### src/rtl/fsio_pkg.sv
// Package: shared widths and the configuration record of the framed serial port.
// Assumes the base counter must reach delay_max + 2*len_max without wrap.
package fsio_pkg;
    localparam int DIV_W  = 8;
    localparam int CNT_W  = 8;
    localparam int LEN_W  = 4;
    localparam int DATA_W = 1 << LEN_W;
    localparam int BC_W   = ((CNT_W > LEN_W + 1) ? CNT_W : LEN_W + 1) + 1;

    typedef struct packed {
        logic [DIV_W-1:0] div;
        logic [CNT_W-1:0] delay;
        logic [LEN_W-1:0] len_m1;
        logic [CNT_W-1:0] frm_on;
        logic [CNT_W-1:0] frm_off;
        logic             pol;
        logic             lcm;
    } fsio_cfg_t;
endpackage

### src/rtl/fsio_tick_gen.sv
// Base tick generator: issues a one-cycle tick every 2*n clocks while run is high.
// Assumes: restart aligns the phase so the first tick lands 2*n clocks after it; n = 0 acts as 1.
module fsio_tick_gen #(
    parameter int DIV_W = 8
) (
    input  logic             clk,
    input  logic             rst_n,
    input  logic             run,
    input  logic             restart,
    input  logic [DIV_W-1:0] div,
    output logic             tick
);
    logic [DIV_W-1:0] n_eff;
    logic [DIV_W:0]   lim;
    logic [DIV_W:0]   pcnt;

    // Terminal count 2*n-1, with zero mapped to one.
    always_comb begin
        n_eff = (div == '0) ? DIV_W'(1) : div;
        lim   = {n_eff - DIV_W'(1), 1'b1};
        tick  = run && !restart && (pcnt == lim);
    end

    // Prescale counter, cleared on restart or when idle.
    always_ff @(posedge clk) begin
        if (!rst_n)
            pcnt <= '0;
        else if (restart || !run || pcnt == lim)
            pcnt <= '0;
        else
            pcnt <= pcnt + 1'b1;
    end

    // a tick never repeats on the next clock, since the period is at least two.
    a_r2_tick_spacing: assert property (@(posedge clk) disable iff (!rst_n)
        tick |=> !tick);
endmodule

### src/rtl/fsio_seq.sv
// Transfer sequencer: owns the base counter, busy/done, and decodes the bit phase.
// Assumes delay and len_m1 stay constant while busy (the top only loads them when idle).
module fsio_seq
    import fsio_pkg::*;
(
    input  logic             clk,
    input  logic             rst_n,
    input  logic             start,
    input  logic             tick,
    input  logic [CNT_W-1:0] delay,
    input  logic [LEN_W-1:0] len_m1,
    output logic             busy,
    output logic             done,
    output logic [BC_W-1:0]  bcnt,
    output logic             in_win,
    output logic             hi_half,
    output logic             last,
    output logic             samp_en,
    output logic             shift_en
);
    logic [BC_W-1:0] rel;
    logic [BC_W-1:0] win_len;
    logic            fin;

    // Position of the counter inside the data window.
    always_comb begin
        win_len  = (BC_W'(len_m1) + BC_W'(1)) << 1;
        rel      = bcnt - BC_W'(delay);
        in_win   = busy && (bcnt >= BC_W'(delay)) && (rel < win_len);
        hi_half  = rel[0];
        last     = (rel == win_len - BC_W'(1));
        samp_en  = tick && in_win && !hi_half;
        shift_en = tick && in_win && hi_half && !last;
        fin      = tick && in_win && last;
    end

    // Busy flag, done pulse and base counter.
    always_ff @(posedge clk) begin
        if (!rst_n) begin
            busy <= 1'b0;
            done <= 1'b0;
            bcnt <= '0;
        end else if (start) begin
            busy <= 1'b1;
            done <= 1'b0;
            bcnt <= '0;
        end else begin
            done <= fin;
            if (fin)
                busy <= 1'b0;
            if (tick)
                bcnt <= bcnt + 1'b1;
        end
    end

    // completion pulse lasts one cycle.
    a_r8_done_single: assert property (@(posedge clk) disable iff (!rst_n)
        done |=> !done);
    // busy only ends together with a done pulse.
    a_r8_fall_with_done: assert property (@(posedge clk) disable iff (!rst_n)
        $fell(busy) |-> done);
    // the base counter moves only on ticks or a new start.
    a_r2_count_on_tick: assert property (@(posedge clk) disable iff (!rst_n)
        (!tick && !start) |=> $stable(bcnt));
endmodule

### src/rtl/fsio_shifter.sv
// Data path: MSB-first transmit shift register and right-aligned receive shift register.
// Assumes len_m1 is stable while busy; start loads the transmit word and clears the receive word.
module fsio_shifter
    import fsio_pkg::*;
(
    input  logic              clk,
    input  logic              rst_n,
    input  logic              start,
    input  logic              busy,
    input  logic [DATA_W-1:0] data_in,
    input  logic [LEN_W-1:0]  len_m1,
    input  logic              samp_en,
    input  logic              shift_en,
    input  logic              sdi,
    output logic              sdo,
    output logic [DATA_W-1:0] rx_data
);
    logic [DATA_W-1:0] tx_sh;

    // Current output bit is the top bit of the active word.
    always_comb sdo = busy && tx_sh[len_m1];

    // Transmit register: load at start, move left after each high half.
    always_ff @(posedge clk) begin
        if (!rst_n)
            tx_sh <= '0;
        else if (start)
            tx_sh <= data_in;
        else if (shift_en)
            tx_sh <= tx_sh << 1;
    end

    // Receive register: clear at start, shift a sample in at each sck rise.
    always_ff @(posedge clk) begin
        if (!rst_n)
            rx_data <= '0;
        else if (start)
            rx_data <= '0;
        else if (samp_en)
            rx_data <= {rx_data[DATA_W-2:0], sdi};
    end

    // while a word is in flight, no bit above the word length is ever set.
    a_r5_rx_upper_zero: assert property (@(posedge clk) disable iff (!rst_n)
        busy |-> ((rx_data >> (32'(len_m1) + 1)) == '0));
endmodule

### src/rtl/fsio_frame.sv
// Frame comparator: active while busy and frm_on <= bcnt < frm_off, then polarity applied.
// Assumes frm_on >= frm_off yields no active frame.
module fsio_frame
    import fsio_pkg::*;
(
    input  logic             busy,
    input  logic [BC_W-1:0]  bcnt,
    input  logic [CNT_W-1:0] frm_on,
    input  logic [CNT_W-1:0] frm_off,
    input  logic             pol,
    output logic             frm
);
    logic active;

    // Window compare against the base counter, then output level.
    always_comb begin
        active = busy && (bcnt >= BC_W'(frm_on)) && (bcnt < BC_W'(frm_off));
        frm    = active ? pol : !pol;
    end
endmodule

### src/rtl/fsio_port.sv
// Top of the framed serial port: configuration register, tick generator,
// sequencer, data shifter and frame comparator.
// Assumes one system clock; configuration and data writes are accepted only while idle.
module fsio_port
    import fsio_pkg::*;
(
    input  logic              clk,
    input  logic              rst_n,
    input  logic              cfg_wr,
    input  logic [DIV_W-1:0]  cfg_div,
    input  logic [CNT_W-1:0]  cfg_delay,
    input  logic [LEN_W-1:0]  cfg_len_m1,
    input  logic [CNT_W-1:0]  cfg_frm_on,
    input  logic [CNT_W-1:0]  cfg_frm_off,
    input  logic              cfg_frm_pol,
    input  logic              cfg_lcm,
    input  logic              data_wr,
    input  logic [DATA_W-1:0] data_in,
    input  logic              sdi,
    output logic              sdo,
    output logic              sck,
    output logic              frm,
    output logic              busy,
    output logic              done,
    output logic [DATA_W-1:0] rx_data
);
    fsio_cfg_t       cfg;
    logic            start;
    logic            tick;
    logic [BC_W-1:0] bcnt;
    logic            in_win;
    logic            hi_half;
    logic            last;
    logic            samp_en;
    logic            shift_en;

    // A data write starts a transfer only when idle.
    always_comb start = data_wr && !busy;

    // Configuration register, frozen during a transfer.
    always_ff @(posedge clk) begin
        if (!rst_n)
            cfg <= '0;
        else if (cfg_wr && !busy)
            cfg <= '{div: cfg_div, delay: cfg_delay, len_m1: cfg_len_m1,
                     frm_on: cfg_frm_on, frm_off: cfg_frm_off,
                     pol: cfg_frm_pol, lcm: cfg_lcm};
    end

    fsio_tick_gen #(.DIV_W(DIV_W)) u_tick (
        .clk(clk), .rst_n(rst_n), .run(busy), .restart(start),
        .div(cfg.div), .tick(tick)
    );

    fsio_seq u_seq (
        .clk(clk), .rst_n(rst_n), .start(start), .tick(tick),
        .delay(cfg.delay), .len_m1(cfg.len_m1),
        .busy(busy), .done(done), .bcnt(bcnt), .in_win(in_win),
        .hi_half(hi_half), .last(last), .samp_en(samp_en), .shift_en(shift_en)
    );

    fsio_shifter u_shift (
        .clk(clk), .rst_n(rst_n), .start(start), .busy(busy),
        .data_in(data_in), .len_m1(cfg.len_m1),
        .samp_en(samp_en), .shift_en(shift_en), .sdi(sdi),
        .sdo(sdo), .rx_data(rx_data)
    );

    fsio_frame u_frame (
        .busy(busy), .bcnt(bcnt), .frm_on(cfg.frm_on), .frm_off(cfg.frm_off),
        .pol(cfg.pol), .frm(frm)
    );

    // Serial clock high in high halves, except a masked final pulse.
    always_comb sck = in_win && hi_half && !(cfg.lcm && last);

    // configuration cannot change under a running transfer.
    a_r9_cfg_frozen: assert property (@(posedge clk) disable iff (!rst_n)
        (busy && cfg_wr) |=> $stable(cfg));
    // the serial clock is low when a transfer begins and while idle.
    a_r3_sck_low_start: assert property (@(posedge clk) disable iff (!rst_n)
        $rose(busy) |-> !sck);
    a_r3_sck_idle: assert property (@(posedge clk) disable iff (!rst_n)
        !busy |-> !sck);
    // the frame sits at its inactive level while idle.
    a_r6_frame_idle: assert property (@(posedge clk) disable iff (!rst_n)
        !busy |-> (frm == !cfg.pol));
endmodule

### config.mk
export PLATFORM = sky130hd
export DESIGN_NAME = fsio_port
export DESIGN_NICKNAME = d
export VERILOG_FILES = /design/src/rtl/fsio_pkg.sv /design/src/rtl/fsio_tick_gen.sv /design/src/rtl/fsio_seq.sv /design/src/rtl/fsio_shifter.sv /design/src/rtl/fsio_frame.sv /design/src/rtl/fsio_port.sv
export SDC_FILE = /design/constraint.sdc
export NUM_CORES = 1
export LEC_CHECK = 0
export BUFFER_PORTS_ARGS = -buffer_cell sky130_fd_sc_hd__buf_2
export CORE_MARGIN = 10
export CORE_UTILIZATION = 25
export DETAILED_ROUTE_END_ITERATION = 8
export PLACE_DENSITY = 0.45
export SLEW_MARGIN = 20
export SYNTH_ARGS = -nofsm -noshare
export SYNTH_HDL_FRONTEND = slang
export SYNTH_SLANG_ARGS = --single-unit
### constraint.sdc
create_clock -name clk -period 4.8 [get_ports clk]
set_input_delay 0.48 -clock clk [delete_from_list [all_inputs] [get_ports clk]]
set_output_delay 0.48 -clock clk [all_outputs]
set_load 0.01 [all_outputs]
## Word-level counts from Yosys, hierarchy flattened

Index checks and enable logic that the tools add are counted.

- Bits in registers: 90
- Bits of input ports: 59
- Output and inout port bits: 21
- Logic and storage cells: 65

- $add $sub $neg: 6
- Magnitude comparators: 5
- Eq/ne operators: 2
- Multiplexer cells: 8
- Bitwise operators: 1
- Reduce and logical (&&, ||, !) cells: 30

Operators by type and width:

| kind | number |
|---|---|
| $mux W16 | 2 |
| $add A9 B1 Y9 const B | 2 |
| $eq A9 B9 Y1 | 2 |
| $ge A9 B8 Y1 | 2 |
| $logic_and A1 B1 Y1 | 17 |
| $lt A9 B8 Y1 | 1 |
| $lt A9 B9 Y1 | 1 |
| $sub A9 B1 Y9 const B | 1 |
| $sub A9 B8 Y9 | 1 |
| $logic_not A8 Y1 | 1 |
| $mux W8 | 1 |
| $sub A8 B1 Y8 const B | 1 |
| $logic_not A1 Y1 | 6 |
| $add A4 B1 Y5 const B | 1 |
| $lt A4 B5 Y1 const B | 1 |
| $bmux W1 S4 | 1 |
| $mux W1 | 4 |
| $reduce_bool A2 Y1 | 2 |
| $reduce_or A2 Y1 | 2 |
| $logic_or A1 B1 Y1 | 2 |
| $not A1 Y1 | 1 |

## Depth between registers and ports, before layout

Gate-level depths: netlist of run 1.

- Word-level depth: 10
- Depth in mapped cells: 16
- Mapped depth without buffers: 15

## By module

From an unflattened synthesis of run 1, not the netlist that was laid out.

- Cell total of the unflattened synthesis: 626
- Area total of the unflattened synthesis: 5437.7 µm²

Modules (own cells, without submodules):

| module | times used | cells an instance | area each (µm²) | seq. area each (µm²) |
|---|---|---|---|---|
| fsio_port | 1 | 168 | 1549.0 | 760.7 |
| fsio_shifter | 1 | 154 | 1463.9 | 640.6 |
| fsio_seq | 1 | 163 | 1302.5 | 220.2 |
| fsio_tick_gen | 1 | 89 | 718.2 | 180.2 |
| fsio_frame | 1 | 52 | 404.1 | 0.0 |

## Worst setup path before layout of run 1

OpenSTA, ideal clock, no wires.

- Path type: flip-flop to flip-flop
- From: register u_seq.bcnt[0]
- To: register u_shift.tx_sh[15]
- Setup time: 126 ps
- Arrival: 3372 ps
- Required time: 4674 ps
- Path slack: 1303 ps
- Stages on the path, launching flop included: 17
- Path buffers: 1
- Clock period less this slack: 3497 ps
- Cells stage by stage: dfxtp_1 -> inv_1 -> ha_1 -> inv_1 -> fa_1 -> a211oi_1 -> nor2_1 -> xor2_1 -> ha_1 -> o21a_1 -> o21ai_0 -> nand4b_1 -> nor4_1 -> a31oi_1 -> buf_2 -> a22oi_1 -> o21ai_0

- Longest elaborated chain between the ends: 7
- Elaborated cells between the ends (all ways): 11
- Classes of those cells: add/sub: 1; order compare: 2; eq/ne: 1; reduce/logical: 7

RTL lines:

| what | line | RTL |
|---|---|---|
| start: declaration | fsio_seq.sv:14 | `output logic [BC_W-1:0] bcnt,` |
| start signal: assignment | fsio_seq.sv:52 | `bcnt <= bcnt + 1'b1;` |
| $sub A9 B8 Y9 / $ge A9 B8 Y1 (equally long branches) | fsio_seq.sv:28, fsio_seq.sv:29 |  |
| $lt A9 B9 Y1 / $logic_and A1 B1 Y1 (equally long branches) | fsio_seq.sv:29 | `in_win = busy && (bcnt >= BC_W'(delay)) && (rel < win_len);` |
| $logic_and A1 B1 Y1 | fsio_seq.sv:29 |  |
| $logic_and A1 B1 Y1 (2 in a row) | fsio_seq.sv:33 | `shift_en = tick && in_win && hi_half && !last;` |
| $logic_and A1 B1 Y1 (*) | fsio_seq.sv:33 |  |
| $reduce_bool A2 Y1 (no line) (*) | -- |  |
| end signal: assignment | fsio_shifter.sv:28 | `tx_sh <= data_in;` |
| end signal: assignment | fsio_shifter.sv:30 | `tx_sh <= tx_sh << 1;` |
| end: declaration | fsio_shifter.sv:18 | `logic [DATA_W-1:0] tx_sh;` |

Mark *: on every way between the ends. The rest lies on a longest branch, timed or not.
A chain may end at the register's enable or synchronous reset.

## Worst setup path after layout of run 1

- From: register u_seq.bcnt[0]
- To: output port sck

- Longest elaborated chain between the ends: 5
- Elaborated cells between the ends (all ways): 10
- Classes of those cells: add/sub: 1; order compare: 2; eq/ne: 1; reduce/logical: 6

RTL lines:

| what | line | RTL |
|---|---|---|
| $sub A9 B8 Y9 / $ge A9 B8 Y1 (equally long branches) | fsio_seq.sv:28, fsio_seq.sv:29 |  |
| $lt A9 B9 Y1, or another cell as far along | fsio_seq.sv:29 |  |
| $logic_and A1 B1 Y1, on equally long branches | fsio_seq.sv:29, fsio_port.sv:75 |  |
| $logic_and A1 B1 Y1 / $logic_not A1 Y1 (equally long branches) | fsio_port.sv:75 | `always_comb sck = in_win && hi_half && !(cfg.lcm && last);` |
| $logic_and A1 B1 Y1 (*) | fsio_port.sv:75 |  |
| end: declaration | fsio_port.sv:21 | `output logic sck,` |

Marks and branches as above.

==> results.toml, run 1 <==
[global_routing]
grt_overflow_total = 0
grt_max_degree = 48
grt_pass1_wl_um = 21700
antenna_found_initial = 0
grt_util_all_layers = 0.101
grt_pass1_vias = 4319

[clock_tree]
h-tree-depth = 3
cts.repair.resized = 0
numCtsBuffers = 9
hold_buffers = 0
clock-sinks = 90
clk_path_buf_depth = 2
clkLatencyLatePin_ns = 0.35
cts_tree = "built"
clk_pin_slew_worst_paths_ns = 0.06
cts_setup_buffers = 0
cts_root_buf = "clkbuf_16"

[pwr]
net-switching-power_mw = 0.473
power_frac_comb = 0.151
vdd_ir_drop_max_v = 0.000137
clock_power_share = 0.398
switching_share = 0.264
p_int_mw = 1.32
seqPwrFrac = 0.451
p_leak_nw = 2.45
power_density_nw_per_um2 = 301

[floorplanning]
pin_count = 80
std_cell_rows = 51
die_h_um = 162
die_width_um = 162
die_area_um2 = 26100
start_util = 0.256
core_um2 = 19600

[worst_setup_path]
reg2regPathDepth = 12
critical_path_class = "flop to primary output"
worst_setup_path_start_kind = "flop"
critPathRequiredTime_ns = 4.32
reg2reg_from = "cfg[33]"
r2r_end = "u_seq.bcnt[8]"
arrival_ns = 3.66
path_max_fanout = 6
worstSetupEndpointType = "primary output"
r2r_slack_ns = 0.86

[timing]
fmax_mhz = 242
fin_crit_sh = 0.863
hold_viol = 0
slew_headroom = 0.519
rsz0062_at_grt = "no"
fin_crit_ns = 4.14
slew_violations = 0
tightest_slew_ns = 0.722
setup_tns_ns = 0
setup_viol = 0
skew_ns = 0.00661

[placement]
port_buffers = 79
routabilityCongestion = 0.783
dpl.cell_count = 921
hpwl_um = 10100
placed_area_um2 = 5660

[finish]
fin_area_um2 = 5960
syn2layout_area_growth_pct = 18.9
stdcell_count = 937
nets = 759
antenna_cells = 0
drive_above_1_share = 0.171

[routing]
finalWirelength_um = 13100
ant_nets = 0
drc = 0
drt_iter0_drc = 158
post_drt_via_cell_ratio = 4.55
vias = 4266
wl_per_cell_um = 14.0
drt_first_pass_iters = 4

[hold_path]
hold_depth = 3
hold_class = "primary input to flop"
min-delay-start = "sdi"
min_to = "u_shift.rx_data[0]"

[status]
status = "complete, no violations"

[synth]
synth_top_cell_by_area = "dfxtp_1"
synth_ff_type = "dfxtp_1"
ys_seq_area_frac = 0.359
synth.avg_cell_area_um2 = 8.34
ys_ff_latch = 90
synth_enable_flop_cells = 0
yosysWarnings = 0
netlist_area_um2 = 5010
synth.distinct_cells = 56
syn-num-nets = 693
synthTopCellsByArea = "dfxtp_1 36%, ha_1 8.0%, nand2_1 7.4%, a21boi_0 5.8%, mux2i_1 4.4%"
yosysTopAreaCellShare = 0.359
netlist_instances = 601
synthArstFlopShare = 0

[flow_run]
drv_cap = 0
==> power groups by stage <==
stage | registers (mW) | logic, mW | clock network (mW)
global placement | 0.825 | 0.270 | 0
detailed placement | 0.826 | 0.275 | 0
finish | 0.809 | 0.271 | 0.714
floorplan | 0.810 | 0.207 | 0
CTS | 0.809 | 0.276 | 0.738
global route | 0.813 | 0.312 | 0.763
==> worst max-delay path, cell delays in order (launching register included) <==
cell and delay (ns):
dfxtp_1 0.36, inv_1 0.09, ha_1 0.15, inv_1 0.05
fa_1 0.40, a211oi_1 0.50, nor2_1 0.12, xor2_1 0.24
ha_1 0.27, o21a_1 0.11, o21ai_0 0.17, nand4b_1 0.16
nor4_1 0.20, buf_4 0.19, o21a_1 0.15, buf_2 0.14
==> placed cells by master, fill, tap and decap left out, types with 5 or more instances in the layout <==
| cell type | netlist | routed |
|---|---|---|
| mux2i_1 | 22 | 22 |
| buf_2 | 1 | 79 |
| nand3_1 | 14 | 14 |
| nor3_1 | 14 | 14 |
| mux4_2 | 5 | 5 |
| nor2_1 | 43 | 43 |
| o21ai_0 | 27 | 27 |
| ha_1 | 32 | 32 |
| nor2b_1 | 10 | 9 |
| inv_1 | 45 | 45 |
| clkbuf_16 | 0 | 9 |
| xor2_1 | 14 | 14 |
| dfxtp_1 | 90 | 90 |
| xnor2_1 | 15 | 15 |
| nand2b_1 | 11 | 11 |
| and2_1 | 5 | 5 |
| nand2_1 | 99 | 99 |
| a21boi_0 | 39 | 39 |
| a21oi_1 | 16 | 16 |
| a22oi_1 | 12 | 12 |
==> worst max-delay path by stage <==
stage / startpoint / endpoint / cells past startpoint
2_1_floorplan: u_seq.bcnt[0] / u_shift.tx_sh[15] / 16
3_3_place_gp: cfg[33] / u_shift.tx_sh[5] / 12
3_5_place_dp: cfg[33] / u_shift.tx_sh[15] / 12
4_1_cts: u_seq.bcnt[0] / sck / 15
5_1_grt: u_seq.bcnt[0] / sck / 15
6_report: u_seq.bcnt[0] / sck / 15
==> state kept, by name, indices dropped and copies added (netlist names) <==
register,flops
cfg,38
u_seq.bcnt,9
u_seq.busy,1
u_seq.done,1
u_shift.rx_data,16
u_shift.tx_sh,16
u_tick.pcnt,9
==> area by class of cell <==
| class | instances | area [um^2] |
|---|---|---|
| Fill cell | 2117 | 13600 |
| Multi-Input combinational cell | 438 | 2940 |
| Sequential cell | 90 | 1800 |
| Timing Repair Buffer | 83 | 425 |
| Tap cell | 265 | 332 |
| Clock buffer | 12 | 246 |
| Inverter | 45 | 169 |
| Clock inverter | 4 | 51.3 |
==> cells in the mapped netlist, types with 3 or more instances <==
library cell / instances
dfxtp_1: 90
a21boi_0: 39
and3_1: 4
nor2b_1: 10
nor2_1: 43
o21a_1: 4
a21oi_1: 16
clkbuf_1: 23
nand4_1: 3
nor4_1: 3
a21o_1: 3
mux4_2: 5
or2_2: 4
o21ai_0: 27
inv_1: 45
nand2b_1: 11
nor3_1: 14
nand3_1: 14
a22oi_1: 12
and2_1: 5
ha_1: 32
xor2_1: 14
mux2i_1: 22
nand2_1: 99
a211oi_1: 3
xnor2_1: 15
==> cells by family (layout without fill, tap and decap cells) <==
| family | count (synthesis) | in the layout | share of synthesized area |
|---|---|---|---|
| adder cells (fa/ha/maj) | 33 | 33 | 0.0838 |
| multiplexers | 27 | 27 | 0.0664 |
| buffers and inverters | 73 | 144 | 0.0571 |
| XOR/XNOR | 29 | 29 | 0.0506 |
| flip-flops | 90 | 90 | 0.359 |
| AND/OR/NAND/NOR | 228 | 228 | 0.220 |
| AO/OA/AOI/OAI | 121 | 121 | 0.163 |
==> routing by layer <==
metal | routed length, um | GRT usage
met5 | 0 | 0
met4 | 340 | 0.0509
met3 | 621 | 0.0249
met2 | 6150 | 0.165
met1 | 6000 | 0.121
==> per-stage QoR <==
stage / hold WS (ns) / utilization / setup WS, ns / power (mW)
floorplan: 0.440 / - / 1.30 / 1.02
global placement: 0.459 / 0.289 / 0.889 / 1.10
detailed placement: 0.462 / 0.289 / 0.762 / 1.10
CTS: 0.359 / 0.304 / 0.622 / 1.82
global route: 0.368 / 0.304 / 0.227 / 1.89
finish: 0.374 / 0.304 / 0.660 / 1.79
Note: power is estimated with default switching activity, not from simulation.
==> run 2, diff against run 1 <==
- clock period: 4.8 -> 4.2 ns (I/O delays scaled with it)
==> run 2 against run 1 <==
Routed wire length is 0.73% lower. Final area is 1.2% higher. Critical endpoint is now u_shift.tx_sh[13]. Die area stayed put. Power is 20% higher. Worst setup slack worse by 0.42 ns. Critical path depth is 2 lower. Register-to-register slack worse by 0.62 ns. Sequential power is 14% higher. Clock skew is 0.0013 ns higher. Count of clock-buffer cells in the layout is 1 higher. Combinational power is 16% higher.
==> results.toml, run 2 (same netlist as run 1, synthesis figures left out) <==
[worst_setup_path]
cp-startpoint = "cfg[33]"
worstSetupEndpointType = "flop"
r2r_end = "u_shift.tx_sh[13]"
r2r_slack_ns = 0.24
critPathRequiredTime_ns = 4.40
worst_setup_path_start_kind = "flop"
path_max_fanout = 12
critical_path_class = "flop to flop"
reg2regPathDepth = 13
reg2reg_from = "cfg[33]"
arrival_ns = 4.16

[timing]
hold_viol = 0
worst_slack_ns = 0.244
tightest_slew_ns = 0.713
fin_crit_ns = 3.96
slew_violations = 0
slew_headroom = 0.525
rsz0062_at_grt = "no"
fmax_mhz = 253
skew_ns = 0.00788
fin_crit_sh = 0.942
setup_viol = 0
setup_tns_ns = 0

[placement]
hpwl_um = 10000
dp_slack_ns = 0.126
routabilityCongestion = 0.839
port_buffers = 79

[finish]
fillers = 2072
multi_input_area_um2 = 2950
syn2layout_area_growth_pct = 20.2
antenna_cells = 0
reg_top3 = "cfg (38), u_shift.rx_data (16), u_shift.tx_sh (16)"
final_common_cell = "nand2_1"
seq_area_um2 = 1800
drive_above_1_share = 0.177
nets = 761
layout_common_cells = "99 x nand2_1, 90 x dfxtp_1, 79 x buf_2"
regMostFlops = "cfg"
largest_reg_flops = 38

[routing]
vias = 4228
ant_nets = 0
drt_iter0_drc = 146
drc = 0
wl_per_cell_um = 13.9
drt_first_pass_iters = 6
post_drt_via_cell_ratio = 4.50
finalWirelength_um = 13000

[floorplanning]
die_h_um = 162
core_um2 = 19600
pin_count = 80
die_area_um2 = 26100
start_util = 0.256
die_width_um = 162
std_cell_rows = 51

[clock_tree]
cts_setup_buffers = 0
cts_root_buf = "clkbuf_16"
clkLatencyLatePin_ns = 0.34
cts_tree = "built"
numCtsBuffers = 9
clk_path_buf_depth = 2
h-tree-depth = 3
clock-sinks = 90
clk_pin_slew_worst_paths_ns = 0.06

[global_routing]
grt_pass1_vias = 4270
grt_util_all_layers = 0.100
grt_max_degree = 48
antenna_found_initial = 0
grt_pass1_wl_um = 21500
grt_overflow_total = 0

[pwr]
vdd_ir_drop_max_v = 0.000141
p_leak_nw = 2.49
power_density_nw_per_um2 = 356
power_mw = 2.15

[hold_path]
min_to = "u_shift.tx_sh[7]"
min-delay-start = "data_in[7]"
hold_depth = 3
hold_class = "primary input to flop"

[status]
status = "complete, no violations"

[flow_run]
drv_cap = 0
==> run 2: changes by cell type in the layout (fill, tap and decap cells not counted), sizes merged <==
cell / delta
buf: +2
clkinv: -2
bufinv: +1
clkbuf: +1
clkinvlp: -1
inv: +1
==> run 2: repair_timing <==
action / CTS / global route
endpoints found under the hold margin: 0 / 0
hold buffers: 0 / 0
setup endpoints to repair: 0 / 13
resized for setup: 0 / 3
==> run 2: how the worst max path moves through the flow <==
stage	end	slack (ns)	depth (start not counted)
final	u_shift.tx_sh[13]	0.24	13
after detailed placement	u_shift.tx_sh[13]	0.13	13
after floorplan	u_shift.tx_sh[15]	0.70	16
after CTS	u_shift.tx_sh[13]	0.10	13
after global placement	u_shift.tx_sh[6]	0.26	13
after global routing	u_seq.bcnt[8]	0.001	13
==> run 2: power breakdown <==
part	internal, mW	switching [mW]
Combinational	0.146	0.169
Clock	0.573	0.338
Sequential	0.888	0.0345
Total	1.61	0.542
==> run 2: final cells by class <==
type,count,share of cell area
Multi-Input combinational cell,438,0.489
Sequential cell,90,0.299
Timing Repair Buffer,85,0.0730
Tap cell,265,0.0550
Clock buffer,13,0.0448
Inverter,45,0.0280
Clock inverter,3,0.0114
==> run 2: per-stage QoR <==
stage | instance area, um^2 | std cells | hold slack [ns] | utilization
global route | 6030 | 939 | 0.301 | 0.308
global placement | 5670 | 923 | 0.459 | 0.290
CTS | 6010 | 939 | 0.296 | 0.307
floorplan | 5010 | 601 | 0.440 | -
detailed placement | 5670 | 923 | 0.463 | 0.290
finish | 6030 | 939 | 0.307 | 0.308
==> run 2: critical path: stages, from the launching register on <==
cell and delay (ns):
dfxtp_1 0.37, or4_4 0.58, nor2_1 0.18, a21oi_1 0.09, ha_1 0.27, nor2_1 0.11
nor3_1 0.05, a211o_1 0.27, a221o_1 0.33, nor4_4 0.41, and2_1 0.44, a31oi_2 0.35
a22oi_1 0.25, o21ai_0 0.12
==> run 2: metal layers <==
metal  up-vias  share of wire  track usage
met5         -              0            0
met4         0          0.011       0.0310
met3        10          0.046       0.0249
met2        74           0.48        0.171
met1      1951           0.46        0.121
li1       2193              -            -
==> run 3, diff against run 2 <==
- clock period: 4.2 -> 4.9 ns (I/O delays scaled with it)
==> run 3 against run 2 <==
Core utilization decreased by 0.33 points. Cell count decreased by 0.32%. Combinational power decreased by 15%. Sequential share of layout area increased by 0.33 points. Flip-flop and latch count unchanged. Critical path depth increased by 2. Worst setup slack improved by 0.57 ns. Power decreased by 17%. Hold slack improved by 0.078 ns. Die area unchanged. Routed wire length increased by 1.3%. Via count about the same.
==> results.toml, run 3 (same netlist as run 1, synthesis figures left out) <==
[worst_setup_path]
r2r_slack_ns = 0.96
critPathRequiredTime_ns = 4.41
reg2reg_from = "cfg[33]"
r2r_end = "u_seq.bcnt[8]"
arrival_ns = 3.60
path_cells = "inv_1 > ha_1 > inv_1 > fa_1 > a211oi_1 > nor2_1 > xor2_1 > ha_1 > o21a_1 > o21ai_0 > nand4b_1 > nor4_1 > buf_4 > o21a_1 > buf_2"
worstSetupEndpointType = "primary output"
cp-startpoint = "u_seq.bcnt[0]"
slowest_delay_ns = 0.49
reg2regPathDepth = 12
worst_setup_path_start_kind = "flop"
path_max_fanout = 6
slowest_stage = "a211oi_1"
critical_path_class = "flop to primary output"

[placement]
placed_area_um2 = 5660
dpl.cell_count = 921
port_buffers = 79
hpwl_um = 10200
routabilityCongestion = 0.784
dp_slack_ns = 0.846

[finish]
reg_top3 = "cfg (38), u_shift.rx_data (16), u_shift.tx_sh (16)"
nets = 759
layout_common_cells = "99 x nand2_1, 90 x dfxtp_1, 79 x buf_2"
antenna_cells = 0
fin_area_um2 = 5960
final_common_cell = "nand2_1"
stdcell_count = 936
fillers = 2125
drive_above_1_share = 0.168
regMostFlops = "cfg"
largest_reg_flops = 38
syn2layout_area_growth_pct = 18.9

[clock_tree]
hold_buffers = 0
h-tree-depth = 3
cts.repair.resized = 0
cts_root_buf = "clkbuf_16"
cts_tree = "built"
clk_path_buf_depth = 2
clock-sinks = 90
cts_setup_buffers = 0
numCtsBuffers = 9
clkLatencyLatePin_ns = 0.35
clk_pin_slew_worst_paths_ns = 0.06

[timing]
setup_viol = 0
setup_tns_ns = 0
slew_headroom = 0.520
timing.hold.ws_ns = 0.384
fin_crit_sh = 0.834
fmax_mhz = 245
slew_violations = 0
worst_slack_ns = 0.813
skew_ns = 0.00518
rsz0062_at_grt = "no"
tightest_slew_ns = 0.720
hold_viol = 0
fin_crit_ns = 4.09

[floorplanning]
die_h_um = 162
core_um2 = 19600
start_util = 0.256
pin_count = 80
die_area_um2 = 26100
std_cell_rows = 51
die_width_um = 162

[pwr]
power_density_nw_per_um2 = 299
p_leak_nw = 2.45
vdd_ir_drop_max_v = 0.000113

[routing]
wl_per_cell_um = 14.1
vias = 4230
ant_nets = 0
finalWirelength_um = 13200
drt_iter0_drc = 137
post_drt_via_cell_ratio = 4.52
drc = 0
drt_first_pass_iters = 4

[global_routing]
grt_overflow_total = 0
grt_max_degree = 48
grt_pass1_vias = 4289
antenna_found_initial = 0
grt_util_all_layers = 0.102
grt_pass1_wl_um = 21900

[status]
status = "complete, no violations"

[flow_run]
drv_cap = 0

[hold_path]
hold_depth = 3
min-delay-start = "data_in[4]"
hold_class = "primary input to flop"
min_to = "u_shift.tx_sh[4]"
-- run 3: area by class of cell --
| cell class | instances | area (um^2) | share of cell area |
|---|---|---|---|
| multi-input combinational | 438 | 2940 | 0.492 |
| sequential | 90 | 1800 | 0.302 |
| timing repair buffer | 83 | 425 | 0.0713 |
| tap | 265 | 332 | 0.0556 |
| clock buffer | 12 | 236 | 0.0396 |
| inverter | 45 | 169 | 0.0283 |
| clock inverter | 3 | 65.1 | 0.0109 |
-- run 3: routing by layer --
metal,wire length (um),share of wire,GRT usage
met1,6100,0.46,0.126
met2,6350,0.48,0.170
met3,552,0.042,0.0249
met4,188,0.014,0.0364
met5,0,0,0
-- run 3: per-stage QoR --
stage,utilization,power (mW)
floorplan,-,0.996
global placement,0.289,1.07
detailed placement,0.289,1.08
CTS,0.304,1.81
global route,0.304,1.88
finish,0.304,1.78
-- run 3: worst max-delay path by stage --
stage          slack (ns)  cells after the start                 to
6_report             0.81                     15                sck
5_1_grt              0.44                     15                sck
4_1_cts              0.76                     15                sck
3_5_place_dp         0.85                     12   u_shift.tx_sh[6]
3_3_place_gp         0.99                     12   u_shift.tx_sh[5]
2_1_floorplan        1.40                     16  u_shift.tx_sh[15]
-- run 3: critical path, delay by kind of cell, from the launching register on --
family          cells  cell delay [ns]
simple gates        3             0.48
compound gates      4             0.89
fa+ha+maj           3             0.82
xor+xnor            1             0.23
buf+inv             4             0.46
flops               1             0.35
-- run 3: power breakdown --
part           switching (mW)  internal, mW  leakage (nW)
sequential             0.0308         0.761         0.734
clock                   0.278         0.444         0.147
combinational           0.145         0.124          1.57
